<file path="src/rtl/i2ct_pkg.sv">
package i2ct_pkg;
  typedef enum logic [2:0] {ST_IDLE, ST_RX, ST_ACK, ST_TX, ST_HACK} st_e;
  typedef enum logic [1:0] {K_CTRL, K_ADDR, K_DATA} kind_e;
endpackage

</file>
<file path="src/rtl/i2ct_sync.sv">
module i2ct_sync #(
  parameter int STAGES = 2
) (
  input  logic clk_i,
  input  logic rst_ni,
  input  logic scl_i,
  input  logic sda_i,
  output logic scl_o,
  output logic sda_o,
  output logic scl_rise_o,
  output logic scl_fall_o,
  output logic start_o,
  output logic stop_o
);
  logic [STAGES-1:0] scl_ff, sda_ff;
  logic scl_d, sda_d;

  always_ff @(posedge clk_i or negedge rst_ni) begin
    if (!rst_ni) begin
      scl_ff <= '1;
      sda_ff <= '1;
      scl_d  <= 1'b1;
      sda_d  <= 1'b1;
    end else begin
      scl_ff <= {scl_ff[STAGES-2:0], scl_i};
      sda_ff <= {sda_ff[STAGES-2:0], sda_i};
      scl_d  <= scl_ff[STAGES-1];
      sda_d  <= sda_ff[STAGES-1];
    end
  end

  assign scl_o      = scl_ff[STAGES-1];
  assign sda_o      = sda_ff[STAGES-1];
  assign scl_rise_o = scl_o & ~scl_d;
  assign scl_fall_o = ~scl_o & scl_d;
  // SDA edge while SCL held high
  assign start_o    = scl_o & scl_d & ~sda_o & sda_d;
  assign stop_o     = scl_o & scl_d & sda_o & ~sda_d;
endmodule

</file>
<file path="src/rtl/i2ct_ptr.sv">
module i2ct_ptr #(
  parameter int AW = 7
) (
  input  logic          clk_i,
  input  logic          rst_ni,
  input  logic          load_i,
  input  logic [AW-1:0] load_val_i,
  input  logic          inc_i,
  output logic [AW-1:0] ptr_o
);
  always_ff @(posedge clk_i or negedge rst_ni) begin
    if (!rst_ni)     ptr_o <= '0;
    else if (load_i) ptr_o <= load_val_i;
    else if (inc_i)  ptr_o <= ptr_o + 1'b1;
  end

  assert_ptr_wrap_R8: assert property (@(posedge clk_i) disable iff (!rst_ni)
    (inc_i && !load_i && ptr_o == {AW{1'b1}}) |=> ptr_o == '0);
  assert_ptr_load_R5: assert property (@(posedge clk_i) disable iff (!rst_ni)
    load_i |=> ptr_o == $past(load_val_i));
endmodule

</file>
<file path="src/rtl/i2ct_fsm.sv">
module i2ct_fsm
  import i2ct_pkg::*;
#(
  parameter int         DW       = 8,
  parameter int         AW       = 7,
  parameter int         SEL_W    = 3,
  parameter logic [3:0] DEV_CODE = 4'b1010
) (
  input  logic             clk_i,
  input  logic             rst_ni,
  input  logic             scl_i,
  input  logic             sda_i,
  input  logic             scl_rise_i,
  input  logic             scl_fall_i,
  input  logic             start_i,
  input  logic             stop_i,
  input  logic [SEL_W-1:0] strap_i,
  input  logic             busy_i,
  input  logic [DW-1:0]    rdata_i,
  output logic             ptr_load_o,
  output logic [AW-1:0]    ptr_val_o,
  output logic             ptr_inc_o,
  output logic             pull_o
);
  localparam int CNT_W = $clog2(DW + 1);
  localparam int CW    = DW - SEL_W - 1;
  localparam logic [CNT_W-1:0] LAST = CNT_W'(DW);

  st_e              st_q;
  kind_e            kind_q;
  logic [CNT_W-1:0] cnt_q;
  logic [DW-1:0]    sh_q, tx_q;
  logic             rd_q, hack_q, ack_ok, byte_end;

  assign byte_end   = (st_q == ST_RX) && scl_fall_i && (cnt_q == LAST);
  assign ack_ok     = !busy_i && ((kind_q != K_CTRL) ||
                      ((sh_q[DW-1 -: CW] == DEV_CODE[CW-1:0]) && (sh_q[SEL_W:1] == strap_i)));
  assign ptr_load_o = byte_end && ack_ok && (kind_q == K_ADDR);
  assign ptr_val_o  = sh_q[AW-1:0];
  assign ptr_inc_o  = (st_q == ST_TX) && scl_fall_i && (cnt_q == LAST);

  always_ff @(posedge clk_i or negedge rst_ni) begin
    if (!rst_ni) begin
      st_q   <= ST_IDLE;
      kind_q <= K_CTRL;
      cnt_q  <= '0;
      sh_q   <= '0;
      tx_q   <= '0;
      rd_q   <= 1'b0;
      hack_q <= 1'b0;
      pull_o <= 1'b0;
    end else if (start_i) begin
      st_q   <= ST_RX;
      kind_q <= K_CTRL;
      cnt_q  <= '0;
      pull_o <= 1'b0;
    end else if (stop_i) begin
      st_q   <= ST_IDLE;
      pull_o <= 1'b0;
    end else begin
      unique case (st_q)
        ST_RX: begin
          if (scl_rise_i && cnt_q != LAST) begin
            sh_q  <= {sh_q[DW-2:0], sda_i};
            cnt_q <= cnt_q + 1'b1;
          end else if (byte_end) begin
            if (ack_ok) begin
              pull_o <= 1'b1;
              st_q   <= ST_ACK;
              rd_q   <= (kind_q == K_CTRL) && sh_q[0];
              kind_q <= (kind_q == K_CTRL) ? K_ADDR : K_DATA;
            end else begin
              st_q <= ST_IDLE;
            end
          end
        end
        ST_ACK: begin
          if (scl_fall_i) begin
            if (rd_q) begin
              pull_o <= ~rdata_i[DW-1];
              tx_q   <= {rdata_i[DW-2:0], 1'b0};
              cnt_q  <= CNT_W'(1);
              st_q   <= ST_TX;
            end else begin
              pull_o <= 1'b0;
              cnt_q  <= '0;
              st_q   <= ST_RX;
            end
          end
        end
        ST_TX: begin
          if (scl_fall_i) begin
            if (cnt_q == LAST) begin
              pull_o <= 1'b0;
              st_q   <= ST_HACK;
            end else begin
              pull_o <= ~tx_q[DW-1];
              tx_q   <= {tx_q[DW-2:0], 1'b0};
              cnt_q  <= cnt_q + 1'b1;
            end
          end
        end
        ST_HACK: begin
          if (scl_rise_i) hack_q <= ~sda_i;
          else if (scl_fall_i) begin
            if (hack_q) begin
              pull_o <= ~rdata_i[DW-1];
              tx_q   <= {rdata_i[DW-2:0], 1'b0};
              cnt_q  <= CNT_W'(1);
              st_q   <= ST_TX;
            end else begin
              st_q <= ST_IDLE;
            end
          end
        end
        default: pull_o <= 1'b0;
      endcase
    end
  end

  assert_release_stop_R11: assert property (@(posedge clk_i) disable iff (!rst_ni)
    stop_i |=> !pull_o && st_q == ST_IDLE);
  assert_restart_R10: assert property (@(posedge clk_i) disable iff (!rst_ni)
    start_i |=> !pull_o && st_q == ST_RX && cnt_q == '0);
  assert_pull_scl_low_R9: assert property (@(posedge clk_i) disable iff (!rst_ni)
    $rose(pull_o) |-> !scl_i);
  assert_host_slot_free_R7: assert property (@(posedge clk_i) disable iff (!rst_ni)
    st_q == ST_HACK |-> !pull_o);
  assert_busy_no_ack_R4: assert property (@(posedge clk_i) disable iff (!rst_ni)
    (byte_end && busy_i && !start_i && !stop_i) |=> !pull_o && st_q == ST_IDLE);
endmodule

</file>
<file path="src/rtl/i2c_eeprom_target.sv">
module i2c_eeprom_target #(
  parameter int         DW       = 8,
  parameter int         AW       = 7,
  parameter int         SEL_W    = 3,
  parameter int         STAGES   = 2,
  parameter logic [3:0] DEV_CODE = 4'b1010
) (
  input  logic             clk_i,
  input  logic             rst_ni,
  input  logic             scl_i,
  input  logic             sda_i,
  input  logic [SEL_W-1:0] strap_i,
  input  logic             busy_i,
  output logic [AW-1:0]    mem_addr_o,
  input  logic [DW-1:0]    mem_rdata_i,
  output logic             sda_pull_o
);
  logic scl_s, sda_s, scl_rise, scl_fall, start, stop;
  logic ptr_load, ptr_inc;
  logic [AW-1:0] ptr_val;

  i2ct_sync #(.STAGES(STAGES)) u_sync (
    .clk_i, .rst_ni, .scl_i, .sda_i,
    .scl_o(scl_s), .sda_o(sda_s), .scl_rise_o(scl_rise), .scl_fall_o(scl_fall),
    .start_o(start), .stop_o(stop)
  );

  i2ct_fsm #(.DW(DW), .AW(AW), .SEL_W(SEL_W), .DEV_CODE(DEV_CODE)) u_fsm (
    .clk_i, .rst_ni, .scl_i(scl_s), .sda_i(sda_s), .scl_rise_i(scl_rise),
    .scl_fall_i(scl_fall), .start_i(start), .stop_i(stop), .strap_i, .busy_i,
    .rdata_i(mem_rdata_i), .ptr_load_o(ptr_load), .ptr_val_o(ptr_val),
    .ptr_inc_o(ptr_inc), .pull_o(sda_pull_o)
  );

  i2ct_ptr #(.AW(AW)) u_ptr (
    .clk_i, .rst_ni, .load_i(ptr_load), .load_val_i(ptr_val),
    .inc_i(ptr_inc), .ptr_o(mem_addr_o)
  );
endmodule

</file>
<file path="config.mk">
export PLATFORM = sky130hd
export DESIGN_NAME = i2c_eeprom_target
export DESIGN_NICKNAME = d
export VERILOG_FILES = /design/src/rtl/i2ct_pkg.sv /design/src/rtl/i2ct_sync.sv /design/src/rtl/i2ct_ptr.sv /design/src/rtl/i2ct_fsm.sv /design/src/rtl/i2c_eeprom_target.sv
export SDC_FILE = /design/constraint.sdc
export NUM_CORES = 1
export LEC_CHECK = 0
export ABC_AREA = 1
export CAP_MARGIN = 20
export CORE_ASPECT_RATIO = 0.5
export CORE_MARGIN = 2
export CORE_UTILIZATION = 30
export CTS_BUF_LIST = sky130_fd_sc_hd__clkbuf_8
export CTS_CLUSTER_DIAMETER = 80
export DETAILED_ROUTE_END_ITERATION = 16
export DONT_BUFFER_PORTS = 1
export PLACE_DENSITY = 0.51
export SYNTH_ARGS = -nofsm -noshare
export SYNTH_HDL_FRONTEND = slang
export SYNTH_SLANG_ARGS = --single-unit
</file>
<file path="constraint.sdc">
create_clock -name clk_i -period 1.5 [get_ports clk_i]
set_input_delay 0.075 -clock clk_i [delete_from_list [all_inputs] [get_ports clk_i]]
set_output_delay 0.075 -clock clk_i [all_outputs]
set_load 0.01 [all_outputs]
</file>
==> impl_metrics.json, run 1 <==
{
  "syn-cell-area_um2": 2160,
  "ys_seq_elements": 40,
  "ant_nets": 0,
  "syn_inst": 279,
  "worst_pin_slew_ns": 0.289,
  "power.leakage_nw": 1.39,
  "crit_path_end_kind": "register",
  "drt_iter0_drc": 76,
  "worst_clock_skew_ns": 0.0120,
  "fmax_ghz": 0.601,
  "synth_nets": 298,
  "grt_pass1_wl_um": 8570,
  "slew_viol_final": 0,
  "cp_max_fo": 8,
  "vias": 1922,
  "place.port_buffers": 0,
  "ys_seq_area_share_pct": 46.7,
  "grt_setup_unrepaired": "true",
  "start_util_pct": 31.6,
  "hp-class": "input pin to register",
  "yosys.area.top_type": "dfrtp_1",
  "max-slew-margin-rel_pct": 80.6,
  "status": "finished with violations",
  "tritoncts": "built",
  "wl_per_cell_um": 12.2,
  "cts_max_level": 2,
  "cts_buffers": 5,
  "pwr_density_cell_nw_per_um2": 1400,
  "yosysTopAreaCellShare_pct": 39.4,
  "yosys-top-cells-area": "dfrtp_1, nand2_1, dfstp_2, inv_1, nor2_1",
  "dieArea_um2": 7930,
  "clk_latency_ns": 0.31,
  "fin_tns_setup_ns": -2.32,
  "grt_pass1_vias": 1868,
  "clockBufferDepth": 2,
  "grt_max_degree": 41,
  "final_common_cell": "nand2_1",
  "hold_viol": 0,
  "drc": 0,
  "grt_util_all_layers_pct": 14.3,
  "diodes": 0,
  "synth-warning-count": 0,
  "wirelength_um": 5120,
  "fin_ws_ns": -0.165,
  "ir_drop_mv": 0.552,
  "ioPinCount": 24,
  "cts.sinks": 40,
  "fin_nets": 347,
  "syn_to_final_growth_pct": 32.8,
  "overflow": 0,
  "clock-root-buffer": "clkbuf_8",
  "layout_min_cycle_time_ns": 1.66,
  "final_cell_mix": "nand2_1, buf_4, dfrtp_1, inv_1, nor2_1",
  "clk_pin_slew_ns": 0.08,
  "rows": 21,
  "synth_cell_types": 30,
  "drt_pre_antenna_iters": 4,
  "required_ns": 1.72,
  "synth_area_per_cell_um2": 7.74,
  "post-place-ws_ns": -0.214,
  "maxCapViolations": 0,
  "setup_viol": 26,
  "violations": "negative setup slack",
  "antenna_found_initial": 0,
  "drive_gt1_share_pct": 28.0,
  "coreArea_um2": 6830,
  "die_x_um": 124,
  "die_y_um": 64.0,
  "arrival_ns": 1.88,
  "crit_type": "register to register",
  "dp_hpwl_um": 3680,
  "viasPerCell": 4.57,
  "gp_congestion": 0.821,
  "fin_crit_sh_pct": 111,
  "start_kind": "register"
}
==> where the power goes <==
part,switching (mW),internal (mW)
Sequential,0.194,1.32
Clock,0.399,0.832
Combinational,0.667,0.601
Total,1.26,2.75
==> layout make-up <==
cell class,count,area [um2]
sequential,40,1010
inverter,40,150
timing repair buffer,45,378
fill,699,3970
clock buffer,5,68.8
clock inverter,3,90.1
multi-input combinational,196,1050
tap,92,115
==> through the flow <==
step	power, mW	instance area [um2]	util, %	hold slack, ns	instances
2_1_floorplan	2.24	2160	-	-0.221	279
3_3_place_gp	2.54	2490	36.5	-0.220	398
3_5_place_dp	2.57	2490	36.5	-0.220	398
4_1_cts	4.00	2800	40.9	0.00543	416
5_1_grt	4.32	2870	41.9	0.0265	421
6_report	4.01	2870	41.9	0.0203	421
==> sequential cells by signal (all words and copies together) (netlist names), 2 cells and up <==
signal / count
u_fsm.cnt_q: 4
u_sync.sda_ff: 2
u_sync.scl_ff: 2
u_fsm.sh_q: 8
u_fsm.kind_q: 2
u_fsm.st_q: 3
u_fsm.tx_q: 7
u_ptr.ptr_o: 7
==> layer usage <==
| layer | global-route usage, % | part of all wire (%) | up-vias |
|---|---|---|---|
| met5 | 0 | 0 | - |
| met4 | 5.90 | 1.7 | 0 |
| met3 | 4.02 | 5.8 | 8 |
| met2 | 22.4 | 45 | 34 |
| met1 | 18.7 | 47 | 903 |
| li1 | - | - | 977 |
==> path summary, 6_finish.rpt <==
| path | startpoint | to | slack [ns] | depth (start not counted) |
|---|---|---|---|---|
| worst min register to register | u_sync.scl_ff[0] | u_sync.scl_ff[1] | 0.36 | 0 |
| max in group asynchronous | rst_ni | u_sync.scl_ff[0] | 1.00 | 2 |
| worst min-delay path | mem_rdata_i[3] | u_fsm.tx_q[4] | 0.02 | 4 |
| worst max-delay path | u_sync.scl_d | u_fsm.cnt_q[2] | -0.16 | 9 |
| worst max register to register | u_sync.scl_d | u_fsm.cnt_q[2] | -0.16 | 9 |
| min in group asynchronous | rst_ni | u_fsm.sh_q[0] | 0.22 | 2 |
==> cells in the mapped netlist <==
cell and count:
nand2_2 1, nor2_2 2, inv_1 34, o22ai_1 3, nand3b_1 2, nor2_1 25, nand2_1 87, a31oi_1 2
nor3_4 1, o21ai_0 17, xnor2_1 3, or2_2 1, o31ai_1 1, ha_1 3, nand3_1 16, xor2_1 5
o211ai_1 4, nand3_2 2, dfstp_2 6, buf_6 1, o21a_1 1, o21ai_2 7, dfrtp_1 34, a21oi_1 5
inv_2 6, nor2_4 1, nand4_1 1, clkbuf_1 1, o21ai_1 6, buf_2 1
==> worst max-delay path, stage by stage, from the launching register on <==
cell and delay (ns):
dfstp_2 0.54, inv_2 0.04, nor2_4 0.13, inv_2 0.05, o21ai_1 0.15, nand3_2 0.13, buf_4 0.16, o21ai_4 0.20
nand3_1 0.10, o21ai_0 0.09
==> repair_timing <==
action	CTS	global route
resized for setup	13	10
setup buffers	3	5
hold endpoints to repair	45	0
endpoints found under the setup margin	29	32
hold buffers	7	0
pin swaps	9	12
==> cells by family after synthesis <==
kind of cell    share of synthesized area [%]
simple gates                             27.5
compound gates                           12.9
buf+inv                                  7.88
flops                                    46.7
xor+xnor                                 3.25
fa+ha+maj                                1.74
(Power assumes the default switching activity.)
==> run 2: changes to the inputs <==
--- a/config.mk
+++ b/config.mk
@@ -14,6 +14,7 @@
 export CTS_CLUSTER_DIAMETER = 80
 export DETAILED_ROUTE_END_ITERATION = 16
 export DONT_BUFFER_PORTS = 1
+export HOLD_SLACK_MARGIN = 0.06
 export PLACE_DENSITY = 0.51
 export SYNTH_ARGS = -nofsm -noshare
 export SYNTH_HDL_FRONTEND = slang
==> impl_metrics.json, run 2 (synthesis gave the netlist of run 1 again) <==
{
  "status": "finished with violations",
  "violations": "negative setup slack",
  "r2r_slack_ns": -0.16,
  "hold_viol": 0,
  "placed_area_um2": 2490,
  "r2r_start": "u_sync.scl_d",
  "max-slew-margin-rel_pct": 81.1,
  "grt_util_all_layers_pct": 14.5,
  "clk_pin_slew_ns": 0.08,
  "final_cell_mix": "nand2_1, buf_4, dfrtp_1, inv_1, nor2_1",
  "setup_viol": 25,
  "hold_depth": 5,
  "hp-start": "mem_rdata_i[7]",
  "maxCapViolations": 0,
  "overflow": 0,
  "wl_per_cell_um": 12.1,
  "wirelength_um": 5150,
  "vias": 1943,
  "hold_end": "u_fsm.pull_o",
  "crit_type": "register to register",
  "fin_tns_setup_ns": -2.32,
  "power.leakage_nw": 1.41,
  "ant_nets": 0,
  "antenna_found_initial": 0,
  "crit_chain": "inv_2 -> nor2_4 -> inv_2 -> o21ai_1 -> nand3_2 -> buf_4 -> o21ai_4 -> nand3_1 -> o21ai_0",
  "clock-root-buffer": "clkbuf_8",
  "grt_pass1_wl_um": 8690,
  "drive_gt1_share_pct": 27.6,
  "drt_pre_antenna_iters": 4,
  "diodes": 0,
  "fin_crit_sh_pct": 111,
  "worst_path_most_repeated_cell": "inv_2",
  "cp_max_fo": 8,
  "dieArea_um2": 7930,
  "layout_min_cycle_time_ns": 1.66,
  "crit_path_end_kind": "register",
  "timing.rr.end": "u_fsm.cnt_q[2]",
  "regMostFlops": "u_fsm.sh_q",
  "fin_ws_ns": -0.162,
  "gp_congestion": 0.821,
  "start_kind": "register",
  "final_core_util_pct": 42.5,
  "rows": 21,
  "syn_to_final_growth_pct": 34.6,
  "place.port_buffers": 0,
  "tritoncts": "built",
  "design_area_um2": 2910,
  "hp-class": "input pin to register",
  "ir_drop_mv": 0.562,
  "slowest_delay_ns": 0.54,
  "clk_latency_ns": 0.31,
  "worst_pin_slew_ns": 0.282,
  "slowest_stage": "dfstp_2",
  "grt_setup_unrepaired": "true",
  "dp_hpwl_um": 3680,
  "clockBufferDepth": 2,
  "drc": 0,
  "cts_buffers": 5,
  "grt_max_degree": 41,
  "die_x_um": 124,
  "fmax_ghz": 0.602,
  "r2r_cells": 9,
  "largest_reg_flops": 8,
  "worst_clock_skew_ns": 0.0117,
  "slew_viol_final": 0,
  "cts.sinks": 40,
  "final_common_cell": "nand2_1",
  "grt_pass1_vias": 1920,
  "required_ns": 1.72,
  "reg_top3": "u_fsm.sh_q x8, u_fsm.tx_q x7, u_ptr.ptr_o x7",
  "ioPinCount": 24,
  "viasPerCell": 4.57,
  "fin_nets": 351,
  "coreArea_um2": 6830,
  "pwr_density_cell_nw_per_um2": 1380,
  "cts_max_level": 2,
  "start_util_pct": 31.6,
  "die_y_um": 64.0,
  "drt_iter0_drc": 76,
  "arrival_ns": 1.88
}
-- run 2: area by class of cell --
type	count	area, um2
flip-flops and latches	40	1010
fillers	700	3930
clock buffers	5	68.8
well taps	92	115
repair buffers	49	418
multi-input cells	196	1050
inverters	40	150
clock inverters	3	90.1
-- run 2: power breakdown --
group	leakage (nW)	switching (mW)	internal (mW)
clock network	0.0784	0.397	0.832
registers	0.477	0.194	1.32
logic	0.852	0.667	0.608
-- run 2: layer usage --
layer	share of wire, %	routed length (um)	up-vias	GRT usage, %
met2	46	2360	32	23.4
met5	0	0	-	0
met3	4.8	247	8	4.02
met4	1.7	86	0	5.90
met1	48	2450	916	18.4
li1	-	-	987	-
-- run 2: how the worst max path moves through the flow --
stage | start | end | slack, ns
floorplan | u_fsm.cnt_q[0] | u_ptr.ptr_o[2] | -0.04
global placement | u_fsm.cnt_q[0] | u_ptr.ptr_o[4] | -0.12
detailed placement | u_fsm.cnt_q[1] | u_ptr.ptr_o[2] | -0.21
CTS | u_fsm.cnt_q[1] | u_ptr.ptr_o[2] | -0.16
global route | u_sync.scl_d | u_fsm.tx_q[1] | -0.27
finish | u_sync.scl_d | u_fsm.cnt_q[2] | -0.16
-- run 2: worst max-delay path, delay by kind of cell, from the launching register on --
kind                   cells  cell delay [ns]
and+or+nand+nor            3             0.36
DFF                        1             0.54
AOI/OAI and AO/OA          3             0.44
buffers and inverters      3             0.25
-- run 2: through the flow --
step | worst slack (ns) | hold slack (ns) | std cells | power (mW)
2_1_floorplan | -0.0416 | -0.221 | 279 | 2.24
3_3_place_gp | -0.117 | -0.220 | 398 | 2.54
5_1_grt | -0.266 | 0.187 | 425 | 4.32
6_report | -0.162 | 0.154 | 425 | 4.02
3_5_place_dp | -0.214 | -0.220 | 398 | 2.57
4_1_cts | -0.158 | 0.128 | 420 | 4.01
-- run 2: timing repair --
action / CTS / global route
buffers inserted: 3 / 5
pin swaps: 9 / 12
endpoints found under the hold margin: 49 / 0
endpoints found under the setup margin: 29 / 32
gates resized for setup: 13 / 10
gates cloned: 0 / 0
hold buffers: 11 / 0
==> run 3: changes to the inputs <==
--- a/config.mk
+++ b/config.mk
@@ -15,7 +15,7 @@
 export DETAILED_ROUTE_END_ITERATION = 16
 export DONT_BUFFER_PORTS = 1
 export HOLD_SLACK_MARGIN = 0.06
-export PLACE_DENSITY = 0.51
+export PLACE_DENSITY = 0.55
 export SYNTH_ARGS = -nofsm -noshare
 export SYNTH_HDL_FRONTEND = slang
 export SYNTH_SLANG_ARGS = --single-unit
==> impl_metrics.json, run 3 (synthesis gave the netlist of run 1 again) <==
{
  "die_x_um": 124,
  "grt_max_degree": 41,
  "largest_reg_flops": 8,
  "status": "finished with violations",
  "fmax_ghz": 0.610,
  "crit_type": "register to register",
  "cp_max_fo": 7,
  "clock-root-buffer": "clkbuf_8",
  "arrival_ns": 1.87,
  "start_util_pct": 31.6,
  "drc": 0,
  "hp-class": "input pin to register",
  "cts_max_level": 2,
  "worst_pin_slew_ns": 0.312,
  "syn_to_final_growth_pct": 39.0,
  "start_kind": "register",
  "fin_nets": 354,
  "clk_latency_ns": 0.31,
  "placed_area_um2": 2460,
  "violations": "negative setup slack",
  "post-place-ws_ns": -0.151,
  "grt_pass1_wl_um": 8970,
  "fin_crit_sh_pct": 109,
  "critPathLaunch": "u_sync.scl_d",
  "grt_util_all_layers_pct": 14.6,
  "clockBufferDepth": 2,
  "timing.rr.end": "u_fsm.tx_q[7]",
  "fin_ws_ns": -0.138,
  "clk_pin_slew_ns": 0.08,
  "drt_iter0_drc": 79,
  "drive_gt1_share_pct": 33.0,
  "r2r_start": "u_sync.scl_d",
  "multi_input_area_um2": 1130,
  "setup_viol": 22,
  "drt_pre_antenna_iters": 4,
  "slew_viol_final": 0,
  "r2r_slack_ns": -0.14,
  "fin_tns_setup_ns": -2.17,
  "place.port_buffers": 0,
  "endpoint": "u_fsm.tx_q[7]",
  "rows": 21,
  "hold_viol": 0,
  "cts.sinks": 40,
  "diodes": 0,
  "antenna_found_initial": 0,
  "tritoncts": "built",
  "reg_top3": "u_fsm.sh_q x8, u_fsm.tx_q x7, u_ptr.ptr_o x7",
  "viasPerCell": 4.61,
  "coreArea_um2": 6830,
  "regMostFlops": "u_fsm.sh_q",
  "max-slew-margin-rel_pct": 79.2,
  "hold_ws_ns": 0.136,
  "vias": 1975,
  "ioPinCount": 24,
  "ir_drop_mv": 0.586,
  "design_area_um2": 3000,
  "grt_pass1_vias": 1880,
  "gp_congestion": 0.868,
  "ant_nets": 0,
  "die_y_um": 64.0,
  "ff_latch_area_um2": 1010,
  "crit_path_end_kind": "register",
  "wirelength_um": 5100,
  "n_fill_cell": 668,
  "pwr_density_cell_nw_per_um2": 1270,
  "grt_setup_unrepaired": "true",
  "r2r_cells": 10,
  "final_cell_mix": "nand2_1, buf_4, dfrtp_1, inv_1, o21ai_0",
  "worst_clock_skew_ns": 0.0162,
  "overflow": 0,
  "wl_per_cell_um": 11.9,
  "dieArea_um2": 7930,
  "power.leakage_nw": 1.42,
  "cts_buffers": 5,
  "final_common_cell": "nand2_1",
  "maxCapViolations": 0,
  "layout_min_cycle_time_ns": 1.64,
  "required_ns": 1.73,
  "dp_hpwl_um": 3600
}
-- run 3: cell type report --
| cell class | instances | area share (%) |
|---|---|---|
| inverter | 40 | 5.00 |
| sequential | 40 | 33.7 |
| multi-input combinational | 196 | 37.5 |
| tap | 92 | 3.84 |
| timing repair buffer | 52 | 16.1 |
| clock buffer | 5 | 2.29 |
| clock inverter | 3 | 1.54 |
-- run 3: how the worst min path moves through the flow --
stage                     startpoint               to  slack [ns]  depth (start not counted)
final                         busy_i    u_fsm.st_q[1]        0.14                          3
after global routing          busy_i    u_fsm.st_q[1]        0.13                          3
after CTS                     busy_i  u_fsm.kind_q[1]        0.13                          5
after detailed placement      rst_ni    u_fsm.tx_q[6]       -0.22                          0
after global placement        rst_ni    u_fsm.tx_q[5]       -0.22                          0
after floorplan               rst_ni   u_fsm.cnt_q[0]       -0.22                          0
-- run 3: through the flow --
stage	power (mW)	cells	util (%)
3_5_place_dp	2.56	393	36.0
5_1_grt	4.13	428	43.9
4_1_cts	3.57	418	40.9
2_1_floorplan	2.24	279	-
6_report	3.81	428	43.9
3_3_place_gp	2.53	393	36.0
-- run 3: power breakdown --
part / switching (mW) / internal [mW]
clock network: 0.414 / 0.501
registers: 0.187 / 1.32
logic: 0.737 / 0.653
-- run 3: per-layer routing --
layer / vias to the layer above / GRT usage (%) / share of wire, %
met3: 7 / 4.55 / 5.6
met4: 0 / 5.20 / 1.3
met5: - / 0 / 0
met2: 50 / 22.6 / 48
met1: 925 / 19.3 / 45
li1: 993 / - / -
-- run 3: timing repair --
action	4_1_cts	5_1_grt
buffers inserted	5	11
endpoints found under the hold margin	49	0
gates resized for setup	9	39
hold buffers	11	0
setup endpoints to repair	26	29
cloned	1	0
pin swaps	3	3
-- run 3: critical path: stages (launching register included) --
cell,delay [ns]
dfstp_2,0.55
inv_2,0.04
nor2_4,0.12
inv_2,0.05
o21ai_2,0.13
nand3_2,0.13
nor3_4,0.16
buf_12,0.14
buf_12,0.11
nor2_1,0.04
a21oi_1,0.10
